File: config.mk
export PLATFORM = sky130hd
export DESIGN_NAME = irq_vec_arbiter
export DESIGN_NICKNAME = d
export VERILOG_FILES = /design/src/rtl/irqarb_pkg.sv /design/src/rtl/irqarb_cfg.sv /design/src/rtl/irqarb_prio.sv /design/src/rtl/irqarb_ack.sv /design/src/rtl/irq_vec_arbiter.sv
export SDC_FILE = /design/constraint.sdc
export NUM_CORES = 1
export LEC_CHECK = 0
export BUFFER_PORTS_ARGS = -buffer_cell sky130_fd_sc_hd__buf_2
export CAP_MARGIN = 10
export CORE_MARGIN = 4
export CORE_UTILIZATION = 35
export DETAILED_ROUTE_END_ITERATION = 7
export GPL_ROUTABILITY_DRIVEN = 1
export SLEW_MARGIN = 40
export SYNTH_ARGS = -nofsm -noshare
export SYNTH_HDL_FRONTEND = slang
export SYNTH_SLANG_ARGS = --single-unit
File: constraint.sdc
create_clock -name clk -period 8.2 [get_ports clk]
set_input_delay 0.41 -clock clk [delete_from_list [all_inputs] [get_ports clk]]
set_output_delay 0.41 -clock clk [all_outputs]
set_load 0.005 [all_outputs]
File: src/rtl/irqarb_pkg.sv
// Package: shared constants, source encodings and register addresses
// for the three-source serial interrupt arbiter.
package irqarb_pkg;
    localparam int NSRC   = 3;
    localparam int LVL_W  = 3;
    localparam int ARB_W  = 4;
    localparam int VEC_W  = 8;
    localparam int CODE_W = 2;
    localparam int BASE_W = VEC_W - CODE_W;
    localparam int ADDR_W = 3;
    localparam int DATA_W = 8;

    // Source indices; the index doubles as the vector code.
    localparam int SRC_A  = 0;
    localparam int SRC_B  = 1;
    localparam int SRC_SP = 2;

    typedef enum logic [ADDR_W-1:0] {
        REG_LVL_A  = 3'd0,
        REG_LVL_B  = 3'd1,
        REG_LVL_SP = 3'd2,
        REG_ARB    = 3'd3,
        REG_VBASE  = 3'd4
    } cfg_reg_e;

    // Vector low bits for a source index.
    function automatic logic [CODE_W-1:0] src_code(input int s);
        case (s)
            SRC_A:   return 2'b00;
            SRC_B:   return 2'b01;
            default: return 2'b10;
        endcase
    endfunction

    // Source at tie-break rank r (rank 0 is the strongest).
    function automatic int prio_src(input int r);
        case (r)
            0:       return SRC_SP;
            1:       return SRC_A;
            default: return SRC_B;
        endcase
    endfunction
endpackage

File: src/rtl/irqarb_cfg.sv
// Configuration store. Writes land in a staged copy. The staged copy is
// moved to the active copy on every edge where hold is low, so level and
// arbitration changes wait until an acknowledge cycle has closed.
// Assumes: hold is the acknowledge-busy flag. The vector base is written
// directly because it is only read at the decision edge.
module irqarb_cfg
    import irqarb_pkg::*;
#(
    parameter int LVL_W_P = LVL_W,
    parameter int ARB_W_P = ARB_W,
    parameter int BASE_W_P = BASE_W
) (
    input  logic                              clk,
    input  logic                              rst_n,
    input  logic                              we,
    input  logic [ADDR_W-1:0]                 addr,
    input  logic [DATA_W-1:0]                 wdata,
    input  logic                              hold,
    output logic [NSRC-1:0][LVL_W_P-1:0]      lvl_act,
    output logic [ARB_W_P-1:0]                arb_act,
    output logic [BASE_W_P-1:0]               vbase
);
    logic [NSRC-1:0][LVL_W_P-1:0] lvl_stg;
    logic [ARB_W_P-1:0]           arb_stg;

    for (genvar s = 0; s < NSRC; s++) begin : g_lvl
        localparam logic [ADDR_W-1:0] MY_ADDR = ADDR_W'(s);
        // Staged level register of source s.
        always_ff @(posedge clk) begin
            if (!rst_n)                      lvl_stg[s] <= '0;
            else if (we && addr == MY_ADDR)  lvl_stg[s] <= wdata[LVL_W_P-1:0];
        end
        // Active level register: follows the staged copy outside acknowledges.
        always_ff @(posedge clk) begin
            if (!rst_n)     lvl_act[s] <= '0;
            else if (!hold) lvl_act[s] <= lvl_stg[s];
        end
    end

    // Staged arbitration number and vector base.
    always_ff @(posedge clk) begin
        if (!rst_n) begin
            arb_stg <= '0;
            vbase   <= '0;
        end else if (we) begin
            if (addr == REG_ARB)   arb_stg <= wdata[ARB_W_P-1:0];
            if (addr == REG_VBASE) vbase   <= wdata[BASE_W_P-1:0];
        end
    end

    // Active arbitration number.
    always_ff @(posedge clk) begin
        if (!rst_n)     arb_act <= '0;
        else if (!hold) arb_act <= arb_stg;
    end

    // nothing active moves while an acknowledge stays open.
    p_frozen_r11: assert property (@(posedge clk) disable iff (!rst_n)
        hold |=> ($stable(lvl_act) && $stable(arb_act)));
endmodule

File: src/rtl/irqarb_prio.sv
// Priority logic. It registers the highest pending level and, for a given
// acknowledged level, finds the strongest pending source at that level
// using the fixed tie-break order from the package.
// Assumes: requests are synchronous to clk.
module irqarb_prio
    import irqarb_pkg::*;
#(
    parameter int LVL_W_P = LVL_W
) (
    input  logic                         clk,
    input  logic                         rst_n,
    input  logic [NSRC-1:0]              req,
    input  logic [NSRC-1:0][LVL_W_P-1:0] lvl,
    input  logic [LVL_W_P-1:0]           match_lvl,
    output logic [LVL_W_P-1:0]           irq_level,
    output logic                         hit,
    output logic [CODE_W-1:0]            hit_code
);
    logic [LVL_W_P-1:0] max_lvl;

    // Highest level among pending sources (level 0 never wins).
    always_comb begin
        max_lvl = '0;
        for (int i = 0; i < NSRC; i++)
            if (req[i] && lvl[i] > max_lvl) max_lvl = lvl[i];
    end

    // Strongest pending source at match_lvl; weakest rank is visited first.
    always_comb begin
        hit      = 1'b0;
        hit_code = '0;
        for (int r = NSRC - 1; r >= 0; r--) begin
            if (req[prio_src(r)] && lvl[prio_src(r)] != '0 &&
                lvl[prio_src(r)] == match_lvl) begin
                hit      = 1'b1;
                hit_code = src_code(prio_src(r));
            end
        end
    end

    // Registered outgoing request level.
    always_ff @(posedge clk) begin
        if (!rst_n) irq_level <= '0;
        else        irq_level <= max_lvl;
    end

    // with no request pending, the outgoing level is zero.
    p_idle_zero_r3: assert property (@(posedge clk) disable iff (!rst_n)
        ($past(req) == '0) |-> (irq_level == '0));
endmodule

File: src/rtl/irqarb_ack.sv
// Acknowledge controller. At the first edge of an acknowledge cycle it
// decides in one step whether the block responds. The conditions are a
// pending source at the acknowledged level, a nonzero own arbitration
// number, and a bus winner equal to that number. On a win it registers
// the vector. busy stays high until iack_valid drops.
module irqarb_ack
    import irqarb_pkg::*;
#(
    parameter int ARB_W_P = ARB_W,
    parameter int BASE_W_P = BASE_W
) (
    input  logic                  clk,
    input  logic                  rst_n,
    input  logic                  iack_valid,
    input  logic [ARB_W_P-1:0]    arb_in,
    input  logic [ARB_W_P-1:0]    arb_own,
    input  logic [BASE_W_P-1:0]   vbase,
    input  logic                  hit,
    input  logic [CODE_W-1:0]     hit_code,
    output logic                  busy,
    output logic                  resp_valid,
    output logic [VEC_W-1:0]      resp_vector
);
    logic start;
    logic win;

    assign start = iack_valid && !busy;
    assign win   = start && hit && (arb_own != '0) && (arb_in == arb_own);

    // Acknowledge tracking, one-shot response and vector capture.
    always_ff @(posedge clk) begin
        if (!rst_n) begin
            busy        <= 1'b0;
            resp_valid  <= 1'b0;
            resp_vector <= '0;
        end else begin
            busy       <= iack_valid;
            resp_valid <= win;
            if (win) resp_vector <= {vbase, hit_code};
        end
    end

    // the response strobe never lasts two cycles.
    p_resp_pulse_r9: assert property (@(posedge clk) disable iff (!rst_n)
        resp_valid |=> !resp_valid);
    // a response only follows an open acknowledge.
    p_resp_needs_ack_r5: assert property (@(posedge clk) disable iff (!rst_n)
        resp_valid |-> $past(iack_valid));
    // a zero arbitration number never responds.
    p_no_arb_zero_r7: assert property (@(posedge clk) disable iff (!rst_n)
        resp_valid |-> ($past(arb_own) != '0));
    // code 11 is never produced.
    p_code_legal_r8: assert property (@(posedge clk) disable iff (!rst_n)
        resp_valid |-> (resp_vector[CODE_W-1:0] != 2'b11));
endmodule

File: src/rtl/irq_vec_arbiter.sv
// Top level of the three-source serial interrupt level and vector arbiter.
// It joins the configuration store, the priority logic and the
// acknowledge controller.
// Assumes: all inputs are synchronous to clk; iack_valid is held for the
// whole acknowledge cycle and drops for at least one cycle between cycles.
module irq_vec_arbiter
    import irqarb_pkg::*;
#(
    parameter int LVL_W_P  = LVL_W,
    parameter int ARB_W_P  = ARB_W,
    parameter int BASE_W_P = BASE_W
) (
    input  logic                 clk,
    input  logic                 rst_n,
    input  logic                 cfg_we,
    input  logic [ADDR_W-1:0]    cfg_addr,
    input  logic [DATA_W-1:0]    cfg_wdata,
    input  logic                 req_a,
    input  logic                 req_b,
    input  logic                 req_sp,
    input  logic                 iack_valid,
    input  logic [LVL_W_P-1:0]   iack_level,
    input  logic [ARB_W_P-1:0]   arb_in,
    output logic [LVL_W_P-1:0]   irq_level,
    output logic                 resp_valid,
    output logic [VEC_W-1:0]     resp_vector
);
    logic [NSRC-1:0]              req_vec;
    logic [NSRC-1:0][LVL_W_P-1:0] lvl_act;
    logic [ARB_W_P-1:0]           arb_act;
    logic [BASE_W_P-1:0]          vbase;
    logic                         busy;
    logic                         hit;
    logic [CODE_W-1:0]            hit_code;

    // Gather the source requests by index.
    always_comb begin
        req_vec         = '0;
        req_vec[SRC_A]  = req_a;
        req_vec[SRC_B]  = req_b;
        req_vec[SRC_SP] = req_sp;
    end

    irqarb_cfg #(.LVL_W_P(LVL_W_P), .ARB_W_P(ARB_W_P), .BASE_W_P(BASE_W_P)) cfg_i (
        .clk(clk), .rst_n(rst_n), .we(cfg_we), .addr(cfg_addr),
        .wdata(cfg_wdata), .hold(busy),
        .lvl_act(lvl_act), .arb_act(arb_act), .vbase(vbase)
    );

    irqarb_prio #(.LVL_W_P(LVL_W_P)) prio_i (
        .clk(clk), .rst_n(rst_n), .req(req_vec), .lvl(lvl_act),
        .match_lvl(iack_level), .irq_level(irq_level),
        .hit(hit), .hit_code(hit_code)
    );

    irqarb_ack #(.ARB_W_P(ARB_W_P), .BASE_W_P(BASE_W_P)) ack_i (
        .clk(clk), .rst_n(rst_n), .iack_valid(iack_valid), .arb_in(arb_in),
        .arb_own(arb_act), .vbase(vbase), .hit(hit), .hit_code(hit_code),
        .busy(busy), .resp_valid(resp_valid), .resp_vector(resp_vector)
    );
endmodule

# After elaboration in Yosys (flattened, before gate mapping)
# Cells that the tools add are included.
# op_classes
n_addsub	0
multipliers	0
div_mod_pow	0
order_cmp	3
eq_ne	11
shifts	0
muxes	15
n_bitwise	0
n_reduce_logical	27
# ops
op	n
== test 32 x 1 -> 1 bit, second input constant	3
zero test 32 bit	3
two-way mux 32 bit	3
logical AND 1 bit	16
one-hot mux 2 bit (2 select lines)	3
== test 3 bit	3
two-way mux 3 bit	3
nonzero test 3 bit	3
== test 3 x 2 -> 1 bit, second input constant	2
> comparator 3 bit	2
two-way mux 2 bit	3
== test 4 bit	1
AND reduction 2 bit	2
nonzero test 4 bit	1
== test 3 x 1 -> 1 bit, second input constant	1
== test 3 bit, second input constant	1
> comparator 3 x 1 -> 1 bit, second input constant	1
zero test 3 bit	1
two-way mux 1 bit	3
zero test 1 bit	1
# word_totals
register_bits	45
latchBits	0
mem_bits_rw	0
rom_bits	0
inputBits	25
output_inout_bits	12
word_cells	69
memories	0

# Depth between registers and ports, before layout
# Gate-level depths: netlist (run 1).
# depth
ltp_word	9
ltp_mapped	14

# Modules after synthesis
# From an unflattened synthesis (run 1), not the netlist that was laid out.
# hier_totals
cells_unflattened	217
hier_area_um2	2155.8
# modules_own_cells
module	instances	cells_per_inst	area_each_um2	seq_area_each_um2
irqarb_cfg	1	114	1242.4	640.6
irqarb_prio	1	57	469.2	60.1
irqarb_ack	1	46	444.2	200.2

# Worst setup path before layout (run 1)
# Ideal clock, no wire load.
# synth_path
path_type	input-to-reg
startpoint	in req_a
endpoint	reg prio_i.irq_level[0]
setup_ps	128
arrival_ps	2479
required_time_ps	8072
path_slack_ps	5593
path_stages	14
cell_sequence	nand2_1 ha_1 nor2b_1 o21ai_0 a21oi_1 nor2_1 a21oi_1 ha_1 nor2b_1 o21a_1 o211ai_1 nor2_1 a21oi_1 nor2_1
# synth_between
elab_chain_cells	8
# synth_lines
item	line	source
from (decl)	irq_vec_arbiter.sv:18	input logic req_a,
logical AND 1 bit (*)	irqarb_prio.sv:25	if (req[i] && lvl[i] > max_lvl) max_lvl = lvl[i];
two-way mux 3 bit (*)	irqarb_prio.sv:25	
> comparator 3 bit	irqarb_prio.sv:25	
logical AND 1 bit	irqarb_prio.sv:25	
two-way mux 3 bit (*)	irqarb_prio.sv:25	
> comparator 3 bit	irqarb_prio.sv:25	
logical AND 1 bit	irqarb_prio.sv:25	
two-way mux 3 bit (*)	irqarb_prio.sv:25	
to (signal assigned)	irqarb_prio.sv:44	else irq_level <= max_lvl;
to (decl)	irqarb_prio.sv:15	output logic [LVL_W_P-1:0] irq_level,
# Every way passes the cells marked *; elsewhere a longest branch is shown, timed or not.
# A chain may end at the register's enable or synchronous reset.

# Worst setup path after layout (run 1)
# layout_path
startpoint	reg cfg_i.lvl_act[1] (netlist bit)
endpoint	reg prio_i.irq_level[0]
# layout_between
elab_chain_cells	9
# layout_lines
item	line	source
from (decl)	irqarb_cfg.sv:19	output logic [NSRC-1:0][LVL_W_P-1:0] lvl_act,
from (signal, indexed assignment)	irqarb_cfg.sv:36	else if (!hold) lvl_act[s] <= lvl_stg[s];
> comparator 3 x 1 -> 1 bit	irqarb_prio.sv:25	
logical AND 1 bit	irqarb_prio.sv:25	
two-way mux 3 bit (*)	irqarb_prio.sv:25	
> comparator 3 bit	irqarb_prio.sv:25	
logical AND 1 bit	irqarb_prio.sv:25	
two-way mux 3 bit (*)	irqarb_prio.sv:25	
> comparator 3 bit	irqarb_prio.sv:25	
logical AND 1 bit	irqarb_prio.sv:25	
two-way mux 3 bit (*)	irqarb_prio.sv:25	
# Marks and branches as above.

==> impl_metrics.tcl, run 1 <==
set metrics [dict create \
    dpl-instance-area_um2 2215 \
    endpoint_kind "flop" \
    irDropWorstVdd_v 0.00008564 \
    drt-pass1-iter-count 5 \
    cts_made_buffers 5 \
    p_leak_nw 1.009 \
    portBuffers 34 \
    period_needed_ns 2.940 \
    status "finished clean" \
    gr-total-overflow 0 \
    clock_skew_ns 0.002622 \
    startpoint_type "flop" \
    drc 0 \
    finalSetupViolCount 0 \
    dpl.cell_count 308 \
    clockBufferDepth 2 \
    max_freq_mhz 340.1 \
    critical_path_required_ns 8.39 \
    grt_antenna_before_repair 0 \
    gr-usage-all-layers_pct 11.96 \
    die-area_um2 6935 \
    synth-edff-count 0 \
    slew_headroom_pct 49.97 \
    final_hold_viol_count 0 \
    layout.cells.non_filler 316 \
    syn_avg_cell_area_um2 9.534 \
    clock_latency_ns 0.29 \
    final_max_slew_viol_count 0 \
    initial_core_util_pct 36.01 \
    synth_cell_type_count 29 \
    nFillCells 569 \
    cts_tree "built" \
    path_max_fanout 6 \
    place.gp.congestion 0.8335 \
    dp_hpwl_um 2934 \
    cts_setup_buffers 0 \
    antenna_left 0 \
    synth-seq-area-share_pct 45.43 \
    drive_gt1_share_pct 19.26 \
    drt-initial-drc-count 60 \
    wl_um 3890 \
    rows 27 \
    syn_inst 208 \
    max_cap_viol_count 0 \
    die_w_um 83.28 \
    async_reset_ff_share_pct 0 \
    rsz0062_at_grt "false" \
    die_y_um 83.28 \
    antennaDiodeCount 0 \
    cellPowerDensity_nw_per_um2 179.0 \
    hp-class "input port to flop" \
    cp.arrival_ns 3.13 \
    yosys_warnings 0 \
    grt_max_degree 42 \
    syn_nets 239 \
    fin_util_pct 42.24 \
    ctsHtreeMaxLevel 2 \
    grt_pass1_wl_um 6782 \
    io_pins 37 \
    core-area_um2 5507 \
    path_clk_slew_ns 0.08 \
    via_per_inst 4.633 \
    stdcell_area_um2 2326 \
    ctsResizeCount 0 \
    syn-cell-area_um2 1983 \
    hold_buffers 0 \
    synth-main-ff-cell "dfxtp_1" \
    clk_root_buffer_cell "clkbuf_8" \
    worstSetupPathType "flop to flop" \
    p_total_mw 0.4165 \
    finalNetCount 274 \
    vias 1464 \
    hold_ws_ns 0.3501 \
    dp_slack_ns 5.192 \
    worst_slew_pin_slew_ns 0.7495 \
    post-route-worst-setup-slack_ns 5.260 \
    finalCritPeriodShare_pct 35.86 \
    syn_to_final_growth_pct 17.29 \
    grt_pass1_vias 1440 \
    synth-seq-cells 45 \
    post_drt_wl_per_cell_um 12.31 \
    clock-sinks 45 \
    tns_ns 0 \
]
## final cells by class
| class | instances | area [µm²] | share of cell area, % |
|---|---|---|---|
| Clock buffer | 6 | 72.57 | 3.120 |
| Timing Repair Buffer | 35 | 177.7 | 7.639 |
| Multi-Input combinational cell | 150 | 1023 | 44.00 |
| Tap cell | 72 | 90.09 | 3.873 |
| Clock inverter | 2 | 38.79 | 1.668 |
| Inverter | 6 | 22.52 | 0.9683 |
| Sequential cell | 45 | 900.9 | 38.73 |
## cells in the final DEF, fill, tap and decap left out, types with 3 or more instances in the layout
cell type  synthesis  layout
a21oi_1           11      11
buf_2              0      34
clkbuf_8           1       5
dfxtp_1           45      45
ha_1               6       6
inv_1              5       5
mux2i_1           38      38
nand2_1           11      11
nand3_1            4       4
nor2_1            48      48
nor2b_1            3       3
o21ai_0            6       6
xnor2_1            5       5
xor2_1             4       4
## flip-flops by register name, summed over array words and instances, names as in the netlist
register           flops
ack_i.busy             1
ack_i.resp_valid       1
ack_i.resp_vector      8
cfg_i.arb_act          4
cfg_i.arb_stg          4
cfg_i.lvl_act          9
cfg_i.lvl_stg          9
cfg_i.vbase            6
prio_i.irq_level       3
## routing by layer
layer / wire length [µm] / track usage [%] / up-vias
met1: 1981 / 16.25 / 651
met3: 162 / 3.770 / 2
met4: 29 / 3.566 / 0
li1: - / - / 779
met5: 0 / 0 / -
met2: 1716 / 18.08 / 32
## where the power goes
group	switching (mW)	leakage (nW)	internal, mW
sequential	0.00354	0.364	0.222
combinational	0.0151	0.590	0.0129
clock	0.0720	0.0554	0.0914
total	0.0906	1.01	0.326
## cell families after synthesis
family,after synthesis,share of synthesized area [%]
simple gates,72,16.22
fa+ha+maj,6,3.785
compound gates,24,7.887
xor+xnor,9,3.974
flops,45,45.43
buf+inv,13,2.965
mux,39,19.75
## worst max-delay path, stage by stage, from the launching register on
cell and delay, ns:
dfxtp_1 0.40, nand2_1 0.11, ha_1 0.30, nor2b_1 0.12
o21ai_0 0.09, a21oi_1 0.35, nor2_1 0.09, a21oi_1 0.20
ha_1 0.29, nor2b_1 0.14, o21a_1 0.16, o211ai_1 0.37
nor2_1 0.07, a21oi_1 0.12, nor2_1 0.05
## final timing paths
check        slack [ns]                                 to  cells after the start                         startpoint
max                5.26     prio_i.irq_level[0]$_SDFF_PN0_                     14      cfg_i.lvl_act[1]$_SDFFE_PN0N_
max reg2reg        5.26     prio_i.irq_level[0]$_SDFF_PN0_                     14      cfg_i.lvl_act[1]$_SDFFE_PN0N_
min                0.35        cfg_i.vbase[4]$_SDFFE_PN0P_                      3                       cfg_wdata[4]
min reg2reg        0.45  ack_i.resp_vector[1]$_SDFFE_PN0P_                      2  ack_i.resp_vector[1]$_SDFFE_PN0P_
## Yosys cell counts, drive strengths merged (3+ instances only)
library cell	instances	area [µm²]
nand2	11	41.29
nor2b	3	18.77
inv	5	18.77
o21ai	6	30.03
mux2i	38	380.4
nand3	4	20.02
nor2	48	180.2
xor2	4	35.03
a21oi	11	55.05
dfxtp	45	900.9
ha	6	75.07
clkbuf	7	36.28
xnor2	5	43.79
No activity file was read; power rests on OpenSTA's default activity.
==> inputs of run 2 (changes only) <==
==> constraint.sdc (replaced) <==
create_clock -name clk -period 2.4 [get_ports clk]
set_input_delay 0.12 -clock clk [delete_from_list [all_inputs] [get_ports clk]]
set_output_delay 0.12 -clock clk [all_outputs]
set_load 0.005 [all_outputs]
==> impl_metrics.tcl, run 2 (synthesis results as in run 1) <==
set metrics [dict create \
    startpoint_type "flop" \
    syn_to_final_growth_pct 27.38 \
    dpl.cell_count 322 \
    dp_hpwl_um 3119 \
    path_clk_slew_ns 0.08 \
    die-area_um2 6935 \
    crit_buf_inv 3 \
    max_freq_mhz 386.6 \
    io_pins 37 \
    cp_top_family "compound AO/OA/AOI/OAI gates" \
    antennaDiodeCount 0 \
    via_per_inst 4.715 \
    portBuffers 34 \
    final_max_slew_viol_count 0 \
    clock-sinks 45 \
    rows 27 \
    nFillCells 555 \
    clockBufferDepth 2 \
    post_drt_wl_per_cell_um 12.98 \
    grt_pass1_wl_um 6886 \
    finalCritPeriodShare_pct 107.8 \
    crit_top_cell "buf_4" \
    wl_um 4322 \
    slowest_delay_ns 0.34 \
    worstSetupPathType "flop to flop" \
    vias 1570 \
    hp-class "input port to flop" \
    hold_buffers 0 \
    clock_latency_ns 0.29 \
    path_max_fanout 5 \
    finalSetupViolCount 3 \
    critical_path_required_ns 2.62 \
    violations "negative setup slack" \
    layout.cells.non_filler 333 \
    endpoint_kind "flop" \
    worst_slew_pin_slew_ns 0.6409 \
    drive_gt1_share_pct 31.80 \
    cts_tree "built" \
    final_hold_viol_count 0 \
    grt_antenna_before_repair 0 \
    antenna_left 0 \
    rsz0062_at_grt "true" \
    clock_skew_ns 0.004310 \
    post-route-worst-setup-slack_ns -0.1867 \
    core-area_um2 5507 \
    largestRegisters "cfg_i.lvl_act: 9 flops, cfg_i.lvl_stg: 9 flops, ack_i.resp_vector: 8 flops" \
    period_needed_ns 2.587 \
    status "finished, violations left" \
    gr-usage-all-layers_pct 11.95 \
    cellPowerDensity_nw_per_um2 536.2 \
    grt_max_degree 32 \
    finalNetCount 292 \
    final_common_cell "nor2_1" \
    stdcell_area_um2 2526 \
    tns_ns -0.4978 \
    p_total_mw 1.355 \
    drt-pass1-iter-count 4 \
    place.gp.congestion 0.8597 \
    drc 0 \
    irDropWorstVdd_v 0.0002752 \
    initial_core_util_pct 36.01 \
    die_y_um 83.28 \
    max_cap_viol_count 0 \
    drt-initial-drc-count 50 \
    die_w_um 83.28 \
    cp.arrival_ns 2.81 \
    crit_chain "nand2_2 > ha_4 > nor2b_4 > o21ai_2 > a21oi_2 > buf_4 > mux2_4 > ha_4 > nor2b_1 > o21a_1 > o211ai_1 > buf_4 > buf_4 > a21oi_1" \
    clk_root_buffer_cell "clkbuf_8" \
    slew_headroom_pct 57.04 \
    dpl-instance-area_um2 2326 \
    p_leak_nw 1.106 \
    gr-total-overflow 0 \
    ctsHtreeMaxLevel 2 \
    grt_pass1_vias 1438 \
    layout_common_cells "nor2_1, dfxtp_1, mux2i_1" \
    fin_util_pct 45.88 \
    cp_slowest_cell "dfxtp_2" \
    cts_made_buffers 5 \
]
## run 2: cell count changes in the layout (fill, tap and decap cells not counted), sizes merged
cell | previous run | this run
clkinvlp | 0 | 1
buf | 35 | 53
clkinv | 2 | 1
bufinv | 1 | 0
## run 2: power by group
part | switching [mW] | internal [mW] | total [mW]
Sequential | 0.00692 | 0.757 | 0.764
Combinational | 0.0623 | 0.0510 | 0.113
Clock | 0.249 | 0.228 | 0.477
## run 2: per-layer routing
metal,global-route usage [%],vias to the layer above,wire (µm)
li1,-,808,-
met1,16.97,715,2160
met2,18.08,39,1884
met3,2.877,8,213
met4,3.120,0,64
met5,0,-,0
## run 2: timing repair
action,4_1_cts,5_1_grt
setup endpoints to repair,3,3
resized for setup,1,18
setup buffers,1,3
pin swaps,1,9
## run 2: per-stage QoR
step / hold slack [ns] / setup slack (ns)
global route: 0.07621 / -0.3187
detailed placement: 0.3655 / -0.1666
CTS: 0.05724 / -0.1124
global placement: 0.3514 / -0.06050
finish: 0.06341 / -0.1867
floorplan: 0.2338 / -0.05447
## run 2: final cells by class
cell class	count	area [µm²]	area share, %
clock inverter	1	7.507	0.2972
clock buffer	6	82.58	3.269
sequential	45	904.6	35.81
inverter	6	23.77	0.9411
timing repair buffer	53	312.8	12.38
tap	72	90.09	3.566
multi-input combinational	150	1105	43.73
## run 2: final timing paths
path	startpoint	end	slack, ns	cells past startpoint
worst max-delay path	cfg_i.lvl_act[1]$_SDFFE_PN0N_	prio_i.irq_level[2]$_SDFF_PN0_	-0.19	14
worst min-delay path	cfg_wdata[4]	cfg_i.vbase[4]$_SDFFE_PN0P_	0.06	3
worst max register to register	cfg_i.lvl_act[1]$_SDFFE_PN0N_	prio_i.irq_level[2]$_SDFF_PN0_	-0.19	14
worst min register to register	ack_i.resp_vector[1]$_SDFFE_PN0P_	ack_i.resp_vector[1]$_SDFFE_PN0P_	0.45	2
## run 2: worst min-delay path: stages
cell and delay, ns:
buf_2 0.07, mux2i_1 0.05, nor2_1 0.07
==> inputs of run 3 (changes only) <==
--- a/config.mk
+++ b/config.mk
@@ -9,6 +9,7 @@
 export CAP_MARGIN = 10
 export CORE_MARGIN = 4
 export CORE_UTILIZATION = 35
+export CTS_CLUSTER_DIAMETER = 60
 export DETAILED_ROUTE_END_ITERATION = 7
 export GPL_ROUTABILITY_DRIVEN = 1
 export SLEW_MARGIN = 40
==> constraint.sdc (replaced) <==
create_clock -name clk -period 2.3 [get_ports clk]
set_input_delay 0.115 -clock clk [delete_from_list [all_inputs] [get_ports clk]]
set_output_delay 0.115 -clock clk [all_outputs]
set_load 0.005 [all_outputs]
==> impl_metrics.tcl, run 3 (synthesis results as in run 1) <==
set metrics [dict create \
    worst_slew_pin_slew_ns 0.6369 \
    die_w_um 83.28 \
    endpoint_kind "flop" \
    startpoint_type "flop" \
    drt-initial-drc-count 40 \
    io_pins 37 \
    antenna_left 0 \
    hp-class "input port to flop" \
    dp_slack_ns -0.1905 \
    regArea_um2 902.1 \
    max_freq_mhz 399.2 \
    vias 1562 \
    clockBufferDepth 2 \
    worstSetupPathType "flop to flop" \
    rows 27 \
    path_clk_slew_ns 0.08 \
    p_leak_nw 1.141 \
    wl_um 4315 \
    drc 0 \
    syn_to_final_growth_pct 31.23 \
    drive_gt1_share_pct 31.68 \
    multi_input_area_um2 1146 \
    ctsHtreeMaxLevel 2 \
    period_needed_ns 2.505 \
    portBuffers 34 \
    hold_buffers 0 \
    clock-sinks 45 \
    status "finished, violations left" \
    max_cap_viol_count 0 \
    rsz0062_at_grt "true" \
    die_y_um 83.28 \
    drt-pass1-iter-count 4 \
    grt_antenna_before_repair 0 \
    final_hold_viol_count 0 \
    cellPowerDensity_nw_per_um2 591.9 \
    p_total_mw 1.540 \
    layout_common_cells "nor2_1, dfxtp_1, mux2i_1" \
    path_max_fanout 5 \
    finalNetCount 292 \
    gr-usage-all-layers_pct 13.00 \
    dp_hpwl_um 3133 \
    gr-total-overflow 0 \
    via_per_inst 4.677 \
    place.gp.congestion 0.8594 \
    violations "negative setup slack" \
    clk_root_buffer_cell "clkbuf_8" \
    clock_latency_ns 0.30 \
    grt_pass1_wl_um 7334 \
    finalSetupViolCount 3 \
    grt_max_degree 32 \
    core-area_um2 5507 \
    slew_headroom_pct 57.31 \
    final_max_slew_viol_count 0 \
    irDropWorstVdd_v 0.0002881 \
    final_common_cell "nor2_1" \
    cts_tree "built" \
    grt_pass1_vias 1555 \
    critical_path_required_ns 2.53 \
    cp.arrival_ns 2.74 \
    clock_skew_ns 0.004607 \
    post-route-worst-setup-slack_ns -0.2050 \
    finalCritPeriodShare_pct 108.9 \
    die-area_um2 6935 \
    initial_core_util_pct 36.01 \
    antennaDiodeCount 0 \
    post_drt_wl_per_cell_um 12.92 \
    nFillCells 542 \
    largestRegisters "cfg_i.lvl_act: 9 flops, cfg_i.lvl_stg: 9 flops, ack_i.resp_vector: 8 flops" \
    cts_made_buffers 5 \
]
## run 3: cell count changes in the layout (fill, tap and decap cells not counted), moves of 2 or more
cell / delta
a21oi_2: -3
buf_4: -3
buf_6: +3
a21oi_4: +2
dfxtp_1: +2
dfxtp_2: -2
o21ai_2: +2
## run 3: through the flow
step	setup TNS (ns)	area (µm²)	std cells	hold slack (ns)	utilization, %
final	-0.5666	2603	334	0.05523	47.26
after global routing	-1.020	2603	334	0.07824	47.26
after CTS	-0.4931	2472	331	0.04871	44.90
after detailed placement	-0.5279	2341	322	0.3632	42.51
after global placement	-0.3803	2340	322	0.3489	42.49
after floorplan	-0.3430	2003	208	0.2288	-
## run 3: path summary, 6_finish.rpt
check | from | to | slack [ns] | cells past startpoint
max reg2reg | cfg_i.lvl_act[1]$_SDFFE_PN0N_ | prio_i.irq_level[1]$_SDFF_PN0_ | -0.20 | 15
max | cfg_i.lvl_act[1]$_SDFFE_PN0N_ | prio_i.irq_level[1]$_SDFF_PN0_ | -0.20 | 15
min | iack_valid | ack_i.busy$_SDFF_PN0_ | 0.06 | 3
min reg2reg | ack_i.resp_vector[1]$_SDFFE_PN0P_ | ack_i.resp_vector[1]$_SDFFE_PN0P_ | 0.46 | 2
## run 3: final cells by class
type | count | share of cell area, %
timing repair buffer | 53 | 12.45
tap | 72 | 3.462
sequential | 45 | 34.66
clock inverter | 1 | 1.154
multi-input combinational | 150 | 44.04
inverter | 6 | 0.9135
clock buffer | 7 | 3.317
## run 3: what timing repair did
action,in CTS,in global routing
setup endpoints to repair,3,3
resized for setup,2,21
setup buffers,1,3
pin swaps,3,12
## run 3: where the power goes
part	internal, mW	switching (mW)	total, mW
clock	0.354	0.266	0.620
combinational	0.0564	0.0667	0.123
sequential	0.790	0.00706	0.797
## run 3: critical path, stage by stage, from the launching register on
cell and delay, ns:
dfxtp_2 0.34, nand2_2 0.07, ha_4 0.27, nor2b_4 0.13, o21ai_2 0.08, a21oi_4 0.18
buf_6 0.12, buf_6 0.10, nor2_4 0.03, a21oi_2 0.15, ha_1 0.27, o21a_1 0.11
o211ai_1 0.22, buf_4 0.19, o21ai_2 0.06, a21oi_1 0.12
## run 3: routing by layer
metal / part of all wire (%) / vias up / GRT usage [%]
li1: - / 810 / -
met1: 49 / 718 / 17.41
met2: 46 / 29 / 19.83
met3: 3.9 / 5 / 3.671
met4: 1.1 / 0 / 4.903
met5: 0 / - / 0
